File: src/rtl/pipe16_pkg.sv
package pipe16_pkg;
  localparam int XLEN = 16;
  typedef logic [XLEN-1:0] word_t;

  typedef enum logic [2:0] {
    OP_ADD  = 3'b000,
    OP_NAND = 3'b001,
    OP_LW   = 3'b010,
    OP_SW   = 3'b011,
    OP_BEQ  = 3'b100,
    OP_HALT = 3'b110,
    OP_NOP  = 3'b111
  } opcode_t;

  localparam word_t NOP_WORD = 16'hE000;

  typedef struct packed {
    word_t instr;
    word_t pcPlus1;
  } ifid_t;

  typedef struct packed {
    word_t instr;
    word_t pcPlus1;
    word_t opA;
    word_t opB;
    word_t offset;
  } idex_t;

  typedef struct packed {
    word_t instr;
    word_t target;
    word_t aluOut;
    word_t opB;
    logic  equal;
  } exmem_t;

  typedef struct packed {
    word_t instr;
    word_t wData;
  } retire_t;

  // strobes from control to datapath
  typedef struct packed {
    logic advance;
    logic flush;
    logic regWe;
    logic memWe;
  } strobe_t;

  function automatic opcode_t opOf(word_t w);
    return opcode_t'(w[15:13]);
  endfunction
endpackage

File: src/rtl/pipe16_regs.sv
module pipe16_regs #(
  parameter int W = 16,
  parameter int NREGS = 8,
  parameter int NRD = 4,
  localparam int RW = $clog2(NREGS)
) (
  input  logic          clk,
  input  logic          rstN,
  input  logic          we,
  input  logic [RW-1:0] wAddr,
  input  logic [W-1:0]  wData,
  input  logic [RW-1:0] rdAddr [NRD],
  output logic [W-1:0]  rdData [NRD]
);
  logic [W-1:0] q [NREGS];

  for (genvar g = 0; g < NREGS; g++) begin : gReg
    if (g == 0) begin : gZero
      assign q[g] = '0;
    end else begin : gFlop
      logic [W-1:0] r;
      always_ff @(posedge clk or negedge rstN) begin
        if (!rstN) r <= '0;
        else if (we && wAddr == RW'(g)) r <= wData;
      end
      assign q[g] = r;
    end
  end

  for (genvar k = 0; k < NRD; k++) begin : gRd
    assign rdData[k] = q[rdAddr[k]];
  end
endmodule

File: src/rtl/pipe16_ctrl.sv
module pipe16_ctrl
  import pipe16_pkg::*;
#(
  parameter int CNT_W = 32
) (
  input  logic             clk,
  input  logic             rstN,
  input  opcode_t          exMemOp,
  input  logic             exMemEqual,
  input  opcode_t          memWbOp,
  output strobe_t          strobe,
  output logic             halted,
  output logic [CNT_W-1:0] cycleCount
);
  always_comb begin
    halted         = (memWbOp == OP_HALT);
    strobe.advance = !halted;
    strobe.flush   = !halted && exMemOp == OP_BEQ && exMemEqual;
    strobe.regWe   = !halted && (memWbOp inside {OP_ADD, OP_NAND, OP_LW});
    strobe.memWe   = !halted && exMemOp == OP_SW;
  end

  always_ff @(posedge clk or negedge rstN) begin
    if (!rstN) cycleCount <= '0;
    else if (strobe.advance) cycleCount <= cycleCount + 1'b1;
  end


  halt_sticky_chk: assert property (@(posedge clk) disable iff (!rstN)
    halted |=> (halted && $stable(cycleCount)));


  count_step_chk: assert property (@(posedge clk) disable iff (!rstN)
    !halted |=> cycleCount == $past(cycleCount) + CNT_W'(1));
endmodule

File: src/rtl/pipe16_dpath.sv
module pipe16_dpath
  import pipe16_pkg::*;
#(
  parameter int MEM_WORDS = 64,
  localparam int AW = $clog2(MEM_WORDS)
) (
  input  logic          clk,
  input  logic          rstN,
  input  strobe_t       strobe,
  input  logic          loadEn,
  input  logic [AW-1:0] loadAddr,
  input  word_t         loadData,
  input  logic [2:0]    dbgRegSel,
  output word_t         dbgRegData,
  input  logic [AW-1:0] dbgMemAddr,
  output word_t         dbgMemData,
  output opcode_t       exMemOp,
  output logic          exMemEqual,
  output opcode_t       memWbOp
);
  localparam ifid_t  IFID_NOP  = '{instr: NOP_WORD, default: '0};
  localparam idex_t  IDEX_NOP  = '{instr: NOP_WORD, default: '0};
  localparam exmem_t EXMEM_NOP = '{instr: NOP_WORD, default: '0};
  localparam retire_t RET_NOP  = '{instr: NOP_WORD, default: '0};

  word_t   pc;
  ifid_t   ifId;
  idex_t   idEx;
  exmem_t  exMem;
  retire_t memWb, wbEnd;

  // unified memory
  word_t mem [MEM_WORDS];
  word_t fetchWord, loadWord;
  assign fetchWord  = mem[pc[AW-1:0]];
  assign loadWord   = mem[exMem.aluOut[AW-1:0]];
  assign dbgMemData = mem[dbgMemAddr];

  always_ff @(posedge clk) begin
    if (loadEn) mem[loadAddr] <= loadData;
    else if (strobe.memWe) mem[exMem.aluOut[AW-1:0]] <= exMem.opB;
  end

  // decode
  word_t sxOff;
  assign sxOff = {{9{ifId.instr[6]}}, ifId.instr[6:0]};

  // writeback destination
  opcode_t wbEndOp;
  logic [2:0] wbDest, cmDest;
  logic cmWrites;
  assign memWbOp = opOf(memWb.instr);
  assign wbEndOp = opOf(wbEnd.instr);
  assign wbDest  = (memWbOp == OP_LW) ? memWb.instr[9:7] : memWb.instr[6:4];
  assign cmDest  = (wbEndOp == OP_LW) ? wbEnd.instr[9:7] : wbEnd.instr[6:4];
  assign cmWrites = wbEndOp inside {OP_ADD, OP_NAND, OP_LW};

  logic [2:0] rdAddr [4];
  word_t      rdData [4];
  assign rdAddr[0] = ifId.instr[12:10];
  assign rdAddr[1] = ifId.instr[9:7];
  assign rdAddr[2] = dbgRegSel;
  assign rdAddr[3] = cmDest;
  assign dbgRegData = rdData[2];

  pipe16_regs #(.W(XLEN), .NREGS(8), .NRD(4)) uRegs (
    .clk(clk), .rstN(rstN),
    .we(strobe.regWe), .wAddr(wbDest), .wData(memWb.wData),
    .rdAddr(rdAddr), .rdData(rdData)
  );

  // execute
  opcode_t exOp;
  word_t aluOut;
  logic equal;
  assign exOp = opOf(idEx.instr);
  always_comb begin
    equal = (idEx.opA == idEx.opB);
    case (exOp)
      OP_ADD:       aluOut = idEx.opA + idEx.opB;
      OP_NAND:      aluOut = ~(idEx.opA & idEx.opB);
      OP_LW, OP_SW: aluOut = idEx.opA + idEx.offset;
      default:      aluOut = '0;
    endcase
  end

  // memory stage
  word_t memData;
  assign exMemOp    = opOf(exMem.instr);
  assign exMemEqual = exMem.equal;
  always_comb begin
    case (exMemOp)
      OP_LW:          memData = loadWord;
      OP_ADD, OP_NAND: memData = exMem.aluOut;
      default:        memData = '0;
    endcase
  end

  always_ff @(posedge clk or negedge rstN) begin
    if (!rstN) begin
      pc    <= '0;
      ifId  <= IFID_NOP;
      idEx  <= IDEX_NOP;
      exMem <= EXMEM_NOP;
      memWb <= RET_NOP;
      wbEnd <= RET_NOP;
    end else if (strobe.advance) begin
      memWb <= '{instr: exMem.instr, wData: memData};
      wbEnd <= memWb;
      if (strobe.flush) begin
        pc    <= exMem.target;
        ifId  <= IFID_NOP;
        idEx  <= IDEX_NOP;
        exMem <= EXMEM_NOP;
      end else begin
        pc    <= pc + 16'd1;
        ifId  <= '{instr: fetchWord, pcPlus1: pc + 16'd1};
        idEx  <= '{instr: ifId.instr, pcPlus1: ifId.pcPlus1,
                   opA: rdData[0], opB: rdData[1], offset: sxOff};
        exMem <= '{instr: idEx.instr, target: idEx.pcPlus1 + idEx.offset,
                   aluOut: aluOut, opB: idEx.opB, equal: equal};
      end
    end
  end


  squash_chk: assert property (@(posedge clk) disable iff (!rstN)
    strobe.flush |=> (ifId.instr == NOP_WORD && idEx.instr == NOP_WORD &&
                      exMem.instr == NOP_WORD && pc == $past(exMem.target)));


  store_chk: assert property (@(posedge clk) disable iff (!rstN)
    (strobe.memWe && !loadEn) |=> mem[$past(exMem.aluOut[AW-1:0])] == $past(exMem.opB));


  commit_chk: assert property (@(posedge clk) disable iff (!rstN)
    (cmWrites && cmDest != 3'd0) |-> rdData[3] == wbEnd.wData);
endmodule

File: src/rtl/pipe16_core.sv
module pipe16_core #(
  parameter int MEM_WORDS = 64,
  parameter int CNT_W = 32,
  localparam int AW = $clog2(MEM_WORDS)
) (
  input  logic             clk,
  input  logic             rstN,
  input  logic             loadEn,
  input  logic [AW-1:0]    loadAddr,
  input  logic [15:0]      loadData,
  input  logic [2:0]       dbgRegSel,
  output logic [15:0]      dbgRegData,
  input  logic [AW-1:0]    dbgMemAddr,
  output logic [15:0]      dbgMemData,
  output logic             halted,
  output logic [CNT_W-1:0] cycleCount
);
  import pipe16_pkg::*;

  strobe_t strobe;
  opcode_t exMemOp, memWbOp;
  logic    exMemEqual;

  pipe16_ctrl #(.CNT_W(CNT_W)) uCtrl (
    .clk(clk), .rstN(rstN),
    .exMemOp(exMemOp), .exMemEqual(exMemEqual), .memWbOp(memWbOp),
    .strobe(strobe), .halted(halted), .cycleCount(cycleCount)
  );

  pipe16_dpath #(.MEM_WORDS(MEM_WORDS)) uDpath (
    .clk(clk), .rstN(rstN), .strobe(strobe),
    .loadEn(loadEn), .loadAddr(loadAddr), .loadData(loadData),
    .dbgRegSel(dbgRegSel), .dbgRegData(dbgRegData),
    .dbgMemAddr(dbgMemAddr), .dbgMemData(dbgMemData),
    .exMemOp(exMemOp), .exMemEqual(exMemEqual), .memWbOp(memWbOp)
  );
endmodule

File: config.mk
export PLATFORM = sky130hd
export DESIGN_NAME = pipe16_core
export DESIGN_NICKNAME = d
export VERILOG_FILES = /design/src/rtl/pipe16_pkg.sv /design/src/rtl/pipe16_regs.sv /design/src/rtl/pipe16_ctrl.sv /design/src/rtl/pipe16_dpath.sv /design/src/rtl/pipe16_core.sv
export SDC_FILE = /design/constraint.sdc
export NUM_CORES = 2
export LEC_CHECK = 0
export CAP_MARGIN = 40
export CORE_ASPECT_RATIO = 0.75
export CORE_UTILIZATION = 57
export DETAILED_ROUTE_END_ITERATION = 7
export PLACE_DENSITY = 0.81
export SLEW_MARGIN = 20
export SYNTH_ARGS = -nofsm -noshare
export SYNTH_HDL_FRONTEND = slang
export SYNTH_SLANG_ARGS = --single-unit
File: constraint.sdc
create_clock -name clk -period 3.53 [get_ports clk]
set_input_delay 0.706 -clock clk [delete_from_list [all_inputs] [get_ports clk]]
set_output_delay 0.706 -clock clk [all_outputs]
set_load 0.05 [all_outputs]
After elaboration in Yosys (flattened, before gate mapping). Memory sizes are Yosys's and may differ from the RTL's. Cells that the tools add are included.

Bits in registers: 369. Input port bits: 34. Bits in writable memories: 1024. Bits in latches: 0. Output and inout bits: 65. Memories: 1. Memory bits (read-only): 0.

Memory list: uDpath.mem (depth 64, width 16, read ports 3, clocked after Yosys merged registers in 0, wr ports 1, line pipe16_dpath.sv:33) `word_t mem [MEM_WORDS];`.

Equal/unequal tests: 18. $add $sub $neg: 5. Div/mod/pow operators: 0. Shift-type cells: 0. Mux-type cells: 24. Bitwise gates (word level): 5. Multiply operators: 0. $lt $le $gt $ge: 3. Reduce and logical (&&, ||, !) cells: 19.

Operators with widths (number): 16-bit binary-select mux with 3-bit select (3); 16-bit two-way mux (8); 80-bit two-way mux (1); 65-bit two-way mux (1); 16-bit adder (3); 16-bit one-hot mux with 3 select lines (1); 32-bit by 1-bit adder with 32-bit output, second input constant (1); 32-bit two-way mux (1); 16-bit one-hot mux with 2 select lines (1); 3-bit by 2-bit == test with 1-bit output, second input constant (7); 3-bit == test, second input constant (6); 16-bit by 1-bit adder with 16-bit output, second input constant (1); 16-bit AND (1); 16-bit == test (1); 16-bit NOT (1); 16-bit OR reduction (1); 3-bit by 1-bit == test with 1-bit output, second input constant (4); 4-bit greater-or-equal comparator, second input constant (3); 3-bit NOT with 4-bit output (3); 1-bit logical AND (11); 3-bit zero test (3); 1-bit two-way mux (6); 6-bit two-way mux (1); 2-bit OR reduction (2); 3 further kinds (3).

Logic depth before layout (Yosys ltp).
Word-level depth: 8. Gate-level depth with buffers: 13. Gate-level depth less buffers: 12.

Hierarchy. From an unflattened synthesis, not the netlist that was laid out.

Cells, all modules: 4441. Area total of the unflattened synthesis: 73242.7 um2.

Modules (own cells, without submodules): pipe16_dpath (seq. area each 34797.1 um2, instances 1, cells an instance 3640, area an instance 63621.0 um2); pipe16_regs (seq. area each 2802.7 um2, instances 1, cells an instance 658, area an instance 8055.2 um2); pipe16_ctrl (seq. area each 800.8 um2, instances 1, cells an instance 143, area an instance 1566.5 um2).

Worst setup path after synthesis. OpenSTA, ideal clock, no wires.

Kind: input-to-output. Start: input dbgMemAddr[0]. End: output dbgMemData[13]. Buffers on the path: 3. Slack: -0.029 ns. Data required time: 2.824 ns. Cell stages on the path: 7. Arrival time: 2.853 ns. Cell sequence: clkbuf_1 buf_4 buf_2 mux4_2 mux4_2 a22oi_1 nand2_1.

Longest elaborated chain between the ends: 1.

Ends and longest elaborated chain: start, declared (line pipe16_core.sv:13) `input logic [AW-1:0] dbgMemAddr,`; memory read 64 x 16 bit; end, declared (line pipe16_core.sv:14) `output logic [15:0] dbgMemData,`.

Every way passes these cells.

==> results.ini <==
[hold_path]
holdPathEnd = uDpath.memWb[20]
hold_path.startpoint = uDpath.memWb[20]
hp-class = flip-flop to flip-flop
hold_path_depth = 2

[place]
dpl.cell_count = 6016
portBuffers = 98
dpl-instance-area_mm2 = 0.07725
gp_congestion = 1.030
hpwl_mm = 172.7
place_worst_setup_slack_ns = -0.4273

[route]
vias_per_cell = 8.074
vias = 51260
routedWlPerCell_um = 40.85
dr.first_iter.drc_count = 10480
route.detailed.drc = 0
ant_nets = 0
first_pass_iters = 8
wl_mm = 259.3

[worst_setup_path]
required_ns = 2.82
start_kind = flip-flop
cp.arrival_ns = 3.11
crit_fanout = 2
endpoint_kind = primary output
r2r_end = uDpath.exMem[31]
criticalPathCategory = flip-flop to primary output
reg2reg_from = uDpath.exOp[1]
r2r_slack_ns = 0.09
reg2reg_depth = 14

[finish]
design_area_mm2 = 0.08298
drive_above_1_share = 0.4143
fin_util = 0.6774
fin_cells = 6349
nFillCells = 7741
fin_nets = 4672
area_delta_synth_final_pct = 17.47

[synthesis]
syn_avg_cell_area_um2 = 16.80
netlist_top_cells_area = edfxtp_1 (44%), mux4_2 (28%), dfrtp_1 (10%)
ys_seq_area_frac = 0.5404
syn_inst = 4204
ys.warnings.count = 0
async_flop_share = 0.2242
syn_area_mm2 = 0.07064
synth_top_area_cell = edfxtp_1
postSynthNetCount = 4282
synth_top_area_frac = 0.4353
synth_edf_count = 1024
synth_flop_cell = edfxtp_1
netlist_top_cells_count = edfxtp_1 (1024), mux4_2 (870), nand2_1 (290)
synth.distinct_cells = 69
ys_ff_latch = 1320
yosysMostFrequentCell = edfxtp_1

[sta]
fmax_mhz = 261.9
slew_headroom = 0.3682
worst_pin_slew_ns = 0.9477
period_share = 1.082
finalWorstSetupSlack_ns = -0.2885
finalClockSkew_ns = 0.03502
grt_setup_unrepaired = yes
hold_viol = 0
drv_slew = 0
setup_viol = 16
period_minus_slack_ns = 3.819

[flow_run]
drv_cap = 0

[floorplan]
fp.dieH_um = 306.9
rows = 111
dieArea_mm2 = 0.1254
coreArea_mm2 = 0.1225
start_util = 0.5767
die_width_um = 408.5
ios = 99

[global_routing]
grt-ovfl-total = 0
grt_usage = 0.4134
grt_max_degree = 85
grt_pass1_wl_mm = 364.6
grt_pass1_vias = 49560
antenna_found_initial = 13

[power]
power_uw = 58580
leakage_uw = 0.02883
power.density_mw_per_mm2 = 706.0
vdd_drop_max_uv = 649.1

[cts]
cts_buffers = 131
clockRootBuffer = clkbuf_16
clock_sinks = 1320
cts_tree = built
clock_latency_ns = 0.80
cts.path.max_buffers = 3
h-tree-depth = 4
clk_pin_slew_ns = 0.07

[outcome]
status = complete, but fails checks
failed_checks = negative setup slack

## state kept, by name, summed over array words and instances (netlist names)
register / cells
uDpath.mem: 1024
uDpath.uRegs.gReg.gFlop.r: 112
uDpath.idEx: 48
uDpath.exMem: 44
uCtrl.cycleCount: 32
uDpath.ifId: 22
uDpath.memWb: 22
uDpath.pc: 6
uDpath.exMemOp: 3
uDpath.exOp: 3
uDpath.memWbOp: 3
uDpath.exMemEqual: 1
## cell families after synthesis
group                      share of synthesized area
xor gates and xnor gates                    0.006571
buffers and inverters                        0.02441
DFF                                           0.5404
and+or+nand+nor                              0.03969
AOI/OAI and AO/OA                            0.05835
adders and majority gates                   0.008006
muxes                                         0.3226
## metal layers
layer / vias to the layer above / wire (µm) / global-route usage
met3: 1320 / 48960 / 0.1912
met1: 25500 / 82470 / 0.5429
li1: 18500 / - / -
met4: 18 / 20840 / 0.2413
met2: 5930 / 106800 / 0.5662
met5: - / 237 / 0
## worst max path at each step
stage,depth (start not counted),to,startpoint
after floorplan,8,dbgMemData[5],dbgMemAddr[0]
after global placement,8,dbgMemData[15],dbgMemAddr[0]
after detailed placement,8,dbgMemData[3],dbgMemAddr[0]
after CTS,6,dbgMemData[10],uDpath.mem[43][10]
after global routing,6,dbgMemData[14],uDpath.mem[39][14]
final,6,dbgMemData[14],uDpath.mem[39][14]
## cells in the final DEF (no fill, tap or decap), types with 15 or more instances in the layout
| cell type | synthesis | layout |
|---|---|---|
| nand2b_1 | 20 | 20 |
| nor3_1 | 19 | 19 |
| buf_12 | 0 | 143 |
| a211oi_1 | 37 | 37 |
| nor2_2 | 0 | 70 |
| xnor2_1 | 43 | 43 |
| a221oi_1 | 26 | 26 |
| bufinv_16 | 0 | 16 |
| buf_6 | 7 | 25 |
| nand4_1 | 15 | 15 |
| mux2i_1 | 111 | 108 |
| nor2_1 | 160 | 89 |
| nor2b_1 | 21 | 19 |
| a22oi_1 | 93 | 85 |
| nand3_1 | 31 | 31 |
| mux2_2 | 175 | 172 |
| clkbuf_16 | 0 | 133 |
| o21ai_0 | 95 | 95 |
| inv_1 | 28 | 27 |
| mux4_2 | 870 | 870 |
| edfxtp_1 | 1024 | 1024 |
| dfrtp_1 | 284 | 275 |
| clkbuf_1 | 164 | 30 |
| nand2_1 | 290 | 265 |
| clkdlybuf4s50_1 | 0 | 58 |
| nand2_2 | 0 | 20 |
| a21oi_1 | 137 | 137 |
| buf_4 | 36 | 351 |
| ha_1 | 42 | 42 |
| a22o_1 | 43 | 43 |
| o22ai_1 | 54 | 54 |
| clkinv_2 | 0 | 17 |
## area by class of cell
cell class              count  area (µm²)  area share
inverters                  29       111.4    0.001342
clock inverters            64       810.8    0.009771
diodes                      9       22.52   0.0002714
multi-input cells        2506       31190      0.3759
flip-flops and latches   1320       38200      0.4603
repair buffers            606        6960     0.08388
clock buffers             177        3633     0.04379
well taps                1638        2049     0.02470
## power by group
group	leakage [µW]	switching [µW]	total (µW)	internal (µW)
Sequential	0.0131	2040	20700	18700
Combinational	0.0136	13100	23000	9960
Clock	0.00215	6350	14800	8460
## stage by stage
| stage | setup TNS (ns) | hold slack, ns |
|---|---|---|
| 2_1_floorplan | 0 | 0.4104 |
| 3_3_place_gp | -5.802 | 0.4492 |
| 3_5_place_dp | -5.340 | 0.4615 |
| 4_1_cts | -1.505 | 0.4770 |
| 5_1_grt | -2.216 | 0.5078 |
| 6_report | -1.970 | 0.4749 |
## timing repair
action / in CTS / in global routing
hold buffers: 1 / 0
buffers inserted: 43 / 26
endpoints found under the hold margin: 77 / 0
pin swaps: 7 / 3
cloned: 10 / 0
setup endpoints to repair: 16 / 18
gates resized for setup: 75 / 24
## worst max-delay path: stages (launching register included)
cell and delay, ns:
edfxtp_1 0.51, mux4_2 0.57, mux4_2 0.52, mux2_2 0.28
nand2_1 0.10, o21ai_2 0.11, buf_6 0.20
(Power assumes the default switching activity.)
